### config.mk
export PLATFORM = sky130hd
export DESIGN_NAME = brg_bank
export DESIGN_NICKNAME = d
export VERILOG_FILES = /design/src/rtl/brg_pkg.sv /design/src/rtl/brg_regs.sv /design/src/rtl/brg_prescale.sv /design/src/rtl/brg_counter.sv /design/src/rtl/brg_bank.sv
export SDC_FILE = /design/constraint.sdc
export NUM_CORES = 1
export LEC_CHECK = 0
export BUFFER_PORTS_ARGS = -buffer_cell sky130_fd_sc_hd__buf_2
export CORE_MARGIN = 3
export CORE_UTILIZATION = 56
export CTS_CLUSTER_DIAMETER = 150
export DETAILED_ROUTE_END_ITERATION = 10
export PLACE_DENSITY = 0.76
export SETUP_SLACK_MARGIN = 0.4
export SLEW_MARGIN = 20
export SYNTH_ARGS = -nofsm -noshare
export SYNTH_HDL_FRONTEND = slang
export SYNTH_SLANG_ARGS = --single-unit
### constraint.sdc
create_clock -name clk -period 2.9 [get_ports clk]
set_input_delay 0.29 -clock clk [delete_from_list [all_inputs] [get_ports clk]]
set_output_delay 0.29 -clock clk [all_outputs]
set_load 0.05 [all_outputs]
### src/rtl/brg_pkg.sv
`timescale 1ns/1ps
package brg_pkg;
  localparam int REG_W        = 32;
  localparam int DIV_W_DEF    = 12;
  localparam int PRE_LOG2_DEF = 4;
  localparam int EN_POS       = 16;
  localparam int PRE_POS      = 17;

  typedef enum logic {ST_IDLE = 1'b0, ST_RUN = 1'b1} brg_state_e;
endpackage

### src/rtl/brg_regs.sv
`timescale 1ns/1ps
module brg_regs #(
  parameter int NUM_GEN = 4,
  parameter int DIV_W   = 12,
  parameter int ADDR_W  = 4,
  parameter int EN_BIT  = 16,
  parameter int PRE_BIT = 17
) (
  input  logic                        clk,
  input  logic                        rst_n,
  input  logic                        wr_en,
  input  logic [ADDR_W-1:0]           wr_addr,
  input  logic [31:0]                 wr_data,
  input  logic [ADDR_W-1:0]           rd_addr,
  output logic [31:0]                 rd_data,
  output logic [NUM_GEN-1:0]          cfg_en,
  output logic [NUM_GEN-1:0]          cfg_pre,
  output logic [NUM_GEN-1:0][DIV_W-1:0] cfg_div
);
  localparam int IDX_W = ADDR_W - 2;

  logic [IDX_W-1:0] wr_idx;
  logic [IDX_W-1:0] rd_idx;
  logic             unused_bits;

  assign wr_idx      = wr_addr[ADDR_W-1:2];
  assign rd_idx      = rd_addr[ADDR_W-1:2];
  assign unused_bits = ^{wr_addr[1:0], rd_addr[1:0], wr_data};

  // one control word per generator
  for (genvar g = 0; g < NUM_GEN; g++) begin : g_word
    always_ff @(posedge clk) begin
      if (!rst_n) begin
        cfg_en[g]  <= 1'b0;
        cfg_pre[g] <= 1'b0;
        cfg_div[g] <= '0;
      end else if (wr_en && (wr_idx == IDX_W'(g))) begin
        cfg_en[g]  <= wr_data[EN_BIT];
        cfg_pre[g] <= wr_data[PRE_BIT];
        cfg_div[g] <= wr_data[DIV_W:1];
      end
    end
  end

  // combinational readback, undefined bits zero
  always_comb begin
    rd_data = '0;
    for (int g = 0; g < NUM_GEN; g++) begin
      if (rd_idx == IDX_W'(g)) begin
        rd_data[DIV_W:1]  = cfg_div[g];
        rd_data[EN_BIT]   = cfg_en[g];
        rd_data[PRE_BIT]  = cfg_pre[g];
      end
    end
  end
endmodule

### src/rtl/brg_prescale.sv
`timescale 1ns/1ps
module brg_prescale #(
  parameter int PRE_LOG2 = 4
) (
  input  logic clk,
  input  logic rst_n,
  input  logic run,
  input  logic sel,
  output logic step
);
  logic [PRE_LOG2-1:0] pcnt;

  always_ff @(posedge clk) begin
    if (!rst_n || !run) pcnt <= '0;
    else                pcnt <= pcnt + 1'b1;
  end

  // bypass: step every running clock; prescaled: once per wrap
  assign step = sel ? (run && (pcnt == '1)) : run;

  AST_PCNT_CLEAR: assert property (@(posedge clk) disable iff (!rst_n)
    !run |=> (pcnt == '0));
endmodule

### src/rtl/brg_counter.sv
`timescale 1ns/1ps
module brg_counter
  import brg_pkg::*;
#(
  parameter int DIV_W = 12
) (
  input  logic             clk,
  input  logic             rst_n,
  input  logic             run,
  input  logic             step,
  input  logic [DIV_W-1:0] reload,
  output logic             tick
);
  brg_state_e       state;
  logic [DIV_W-1:0] cnt;
  logic [DIV_W-1:0] lim;
  logic [DIV_W-1:0] eff;

  // first running cycle takes the live ratio, later periods the latched one
  assign eff = (state == ST_RUN) ? lim : reload;

  always_ff @(posedge clk) begin
    if (!rst_n) begin
      state <= ST_IDLE;
      cnt   <= '0;
      lim   <= '0;
      tick  <= 1'b0;
    end else if (!run) begin
      state <= ST_IDLE;
      cnt   <= '0;
      tick  <= 1'b0;
    end else begin
      state <= ST_RUN;
      tick  <= 1'b0;
      if (state == ST_IDLE) lim <= reload;
      if (step) begin
        if (cnt == eff) begin
          tick <= 1'b1;
          cnt  <= '0;
          lim  <= reload;
        end else begin
          cnt  <= cnt + 1'b1;
        end
      end
    end
  end

  AST_IDLE_QUIET: assert property (@(posedge clk) disable iff (!rst_n)
    !run |=> !tick);
  AST_CNT_BOUND: assert property (@(posedge clk) disable iff (!rst_n)
    (state == ST_RUN) |-> (cnt <= lim));
  AST_TICK_ON_STEP: assert property (@(posedge clk) disable iff (!rst_n)
    tick |-> $past(step));
endmodule

### src/rtl/brg_bank.sv
`timescale 1ns/1ps
module brg_bank
  import brg_pkg::*;
#(
  parameter int NUM_GEN  = 4,
  parameter int DIV_W    = DIV_W_DEF,
  parameter int PRE_LOG2 = PRE_LOG2_DEF,
  parameter int ADDR_W   = $clog2(NUM_GEN) + 2
) (
  input  logic               clk,
  input  logic               rst_n,
  input  logic               wr_en,
  input  logic [ADDR_W-1:0]  wr_addr,
  input  logic [31:0]        wr_data,
  input  logic [ADDR_W-1:0]  rd_addr,
  output logic [31:0]        rd_data,
  output logic [NUM_GEN-1:0] tick
);
  localparam logic [31:0] RD_MASK = (32'((1 << DIV_W) - 1) << 1)
                                  | (32'd1 << EN_POS) | (32'd1 << PRE_POS);

  logic [NUM_GEN-1:0]            cfg_en;
  logic [NUM_GEN-1:0]            cfg_pre;
  logic [NUM_GEN-1:0][DIV_W-1:0] cfg_div;
  logic [NUM_GEN-1:0]            step;

  brg_regs #(
    .NUM_GEN (NUM_GEN),
    .DIV_W   (DIV_W),
    .ADDR_W  (ADDR_W),
    .EN_BIT  (EN_POS),
    .PRE_BIT (PRE_POS)
  ) u_regs (
    .clk     (clk),
    .rst_n   (rst_n),
    .wr_en   (wr_en),
    .wr_addr (wr_addr),
    .wr_data (wr_data),
    .rd_addr (rd_addr),
    .rd_data (rd_data),
    .cfg_en  (cfg_en),
    .cfg_pre (cfg_pre),
    .cfg_div (cfg_div)
  );

  for (genvar g = 0; g < NUM_GEN; g++) begin : g_gen
    brg_prescale #(.PRE_LOG2(PRE_LOG2)) u_pre (
      .clk   (clk),
      .rst_n (rst_n),
      .run   (cfg_en[g]),
      .sel   (cfg_pre[g]),
      .step  (step[g])
    );

    brg_counter #(.DIV_W(DIV_W)) u_cnt (
      .clk    (clk),
      .rst_n  (rst_n),
      .run    (cfg_en[g]),
      .step   (step[g]),
      .reload (cfg_div[g]),
      .tick   (tick[g])
    );

    AST_PRE_GAP: assert property (@(posedge clk) disable iff (!rst_n)
      (tick[g] && cfg_pre[g] && $past(cfg_pre[g])) |=> !tick[g]);
  end

  AST_RDBACK: assert property (@(posedge clk) disable iff (!rst_n)
    (wr_en && (wr_addr[ADDR_W-1:2] == rd_addr[ADDR_W-1:2]))
    |=> (!$stable(rd_addr[ADDR_W-1:2]) || (rd_data == ($past(wr_data) & RD_MASK))));
endmodule

==> results.json <==
{
  "status": "completed",
  "viasPerCell": 5.69,
  "netSwitchingPower_uw": 1240,
  "syn_avg_cell_area_um2": 9.39,
  "cts_max_path_buffers": 2,
  "gp_congestion": 0.868,
  "p_sw_share_pct": 23.2,
  "cts_setup_buffers": 0,
  "cts_root_buf": "clkbuf_16",
  "grt_pass1_vias": 5832,
  "netlist_area_mm2": 0.00792,
  "hold_slack_ns": 0.136,
  "finalWirelength_um": 17800,
  "p_int_uw": 4110,
  "hp-class": "in -> reg",
  "p_comb_share_pct": 6.4,
  "drtPass1Iterations": 5,
  "endpoint_kind": "register",
  "synthFlopType": "dfxtp_1",
  "grt_max_degree": 58,
  "finalMaxSlewViolations": 0,
  "cp-start-kind": "register",
  "rsz0062_at_grt": "false",
  "synthDistinctLibCells": 38,
  "hold_viol": 0,
  "synthCells": 843,
  "crit_arrival_ns": 2.71,
  "p_leak_uw": 0.00326,
  "seq_power_share_pct": 46.5,
  "via_count": 6017,
  "drt_iter0_markers": 460,
  "grt_pass1_wl_um": 29300,
  "h-tree-depth": 4,
  "worstReg2RegStart": "g_gen[0].u_cnt.state",
  "post_drt_wl_per_cell_um": 16.9,
  "powerDensity_mw_per_mm2": 608,
  "start_util_pct": 58.4,
  "relSlewSlack_pct": 31.3,
  "reg2reg_to": "g_gen[0].u_cnt.lim[3]",
  "cp_slowest_cell": "o41ai_1",
  "antenna_found_initial": 0,
  "ys_warn_count": 0,
  "setup_violations": 0,
  "die_area_mm2": 0.0156,
  "setup_tns_ns": 0,
  "diodes": 0,
  "cpPeakStageDelay_ns": 0.57,
  "whs_endpoint": "u_regs.cfg_div[27]",
  "ys_seq_elements": 176,
  "worstPathMaxFanout": 13,
  "cts_resized": 0,
  "synthArstFlopShare_pct": 0,
  "worstMarginPinSlew_ns": 1.03,
  "pin_count": 79,
  "clk_pin_slew_ns": 0.07,
  "rr_worst_depth": 7,
  "yosysSeqAreaShare_pct": 44.5,
  "drive_gt1_share_pct": 12.6,
  "hold_start": "wr_data[4]",
  "hpwl_um": 12700,
  "io_buffers": 38,
  "worst-r2r-setup-slack_ns": 0.50,
  "track_usage_pct": 23.2,
  "timing_worst_setup_path_type": "reg -> reg",
  "peakVddDrop_mv": 0.473,
  "hold_buffers": 0,
  "std_cell_rows": 42,
  "skew_ns": 0.00975,
  "die_w_um": 125,
  "max-cap-violations": 0,
  "grt-ovfl-total": 0,
  "required_ns": 3.21,
  "core-area_mm2": 0.0136,
  "period_minus_slack_ns": 2.40,
  "cts_buffers": 17,
  "period_share_pct": 82.7,
  "cts_tree": "done",
  "areaGrowthSynthToFinish_pct": 11.2,
  "fin_nets": 919,
  "insertion_delay_ns": 0.43,
  "worstHoldPathCells": 3,
  "fin_util_pct": 64.9,
  "synth_edf_count": 0,
  "cts_sinks": 176,
  "fmax_mhz": 417,
  "die_h_um": 125,
  "crit_chain": "buf_4, mux2i_1, xor2_1, nand3_1, o41ai_1, a21oi_2, a22o_1",
  "final_antenna_net_count": 0,
  "power_frac_clock_pct": 47.1,
  "drc_errors": 0
}
-- worst max path at each step --
stage | start | endpoint | cells after the start
after global routing | g_gen[0].u_cnt.state | g_gen[0].u_cnt.lim[3] | 7
final | g_gen[0].u_cnt.state | g_gen[0].u_cnt.lim[3] | 7
after CTS | g_gen[1].u_cnt.state | g_gen[1].u_cnt.lim[0] | 6
after floorplan | g_gen[3].u_pre.pcnt[0] | g_gen[3].u_cnt.lim[10] | 8
after detailed placement | g_gen[1].u_cnt.state | g_gen[1].u_cnt.lim[0] | 6
after global placement | g_gen[1].u_cnt.state | g_gen[1].u_cnt.lim[7] | 6
-- worst max-delay path: cells and delay by family, from the launching register on --
family | cells | cell delay (ns)
compound gates | 3 | 1.18
xor+xnor | 1 | 0.16
mux | 1 | 0.28
simple gates | 1 | 0.11
buf+inv | 1 | 0.24
flops | 1 | 0.31
-- power groups by stage --
stage,combinational [uW],sequential [uW],clock [uW]
floorplan,283,2520,0
global placement,332,2540,0
detailed placement,337,2540,0
CTS,339,2490,2550
global route,369,2490,2630
finish,342,2490,2520
-- flip-flops by register name (all words and copies together), names as in the netlist --
| name | flops |
|---|---|
| g_gen.u_cnt.cnt | 48 |
| u_regs.cfg_div | 48 |
| u_regs.cfg_en | 4 |
| u_regs.cfg_pre | 4 |
| g_gen.u_cnt.lim | 48 |
| g_gen.u_pre.pcnt | 16 |
| g_gen.u_cnt.state | 4 |
| g_gen.u_cnt.tick | 4 |
-- kinds of logic after synthesis --
family | share of synthesized area [%]
muxes | 10.1
xor gates and xnor gates | 11.0
DFF | 44.5
buffers and inverters | 5.83
and+or+nand+nor | 16.7
adders and majority gates | 1.26
AOI/OAI and AO/OA | 10.7
other | 0.0474
-- cell usage after synthesis (5+ instances only) --
| cell type | number | area share [%] |
|---|---|---|
| nand4_1 | 20 | 1.6 |
| buf_2 | 9 | 0.57 |
| buf_4 | 25 | 2.4 |
| dfxtp_1 | 176 | 45 |
| and3_1 | 17 | 1.3 |
| mux4_2 | 14 | 4.0 |
| nand2_1 | 135 | 6.4 |
| nor2_1 | 61 | 2.9 |
| and2_1 | 5 | 0.40 |
| buf_6 | 6 | 0.85 |
| xnor2_1 | 31 | 3.4 |
| clkbuf_1 | 27 | 1.3 |
| inv_1 | 16 | 0.76 |
| nand3_1 | 31 | 2.0 |
| mux2i_1 | 48 | 6.1 |
| xor2_1 | 68 | 7.5 |
| a21oi_1 | 61 | 3.9 |
| ha_1 | 8 | 1.3 |
| a22o_1 | 48 | 5.3 |
-- area by class of cell --
| type | instances | area, um2 |
|---|---|---|
| fillers | 1076 | 4760 |
| multi-input cells | 601 | 4020 |
| flip-flops and latches | 176 | 3520 |
| clock buffers | 20 | 447 |
| repair buffers | 56 | 325 |
| well taps | 176 | 220 |
| clock inverters | 12 | 208 |
| inverters | 16 | 60.1 |
-- layout by cell type (no fill, tap or decap), drive strengths merged --
cell type,n
dfxtp,176
or3b,1
nand4,20
buf,56
mux4,14
a21o,1
nand2,135
a311oi,4
clkinvlp,2
or4,2
clkbuf,20
xnor2,31
and4,4
o211a,2
bufinv,5
nand3,31
mux2i,48
nand2b,2
nand3b,1
nor2,61
and2,5
inv,17
and3b,1
a21boi,2
xor2,68
nor3,1
nor2b,4
clkinv,4
a22o,48
o41ai,1
conb,18
nor4,3
ha,8
nor3b,2
a2111oi,2
or2,1
and3,17
a21oi,63
-- layer usage --
layer / up-vias / GRT usage [%] / part of all wire (%)
li1: 2918 / - / -
met1: 2848 / 30.4 / 43
met2: 215 / 36.9 / 47
met3: 36 / 5.49 / 6.9
met4: 0 / 9.63 / 2.8
met5: - / 0 / 0
-- stage by stage --
stage / power, uW / setup WS, ns / area [um2] / instances
CTS: 5370 / 0.416 / 8780 / 1057
floorplan: 2810 / 0.644 / 7980 / 860
global placement: 2870 / 0.496 / 8130 / 1025
finish: 5350 / 0.501 / 8800 / 1057
detailed placement: 2880 / 0.430 / 8130 / 1025
global route: 5490 / 0.385 / 8800 / 1057
No activity file was read; power rests on OpenSTA's default activity.
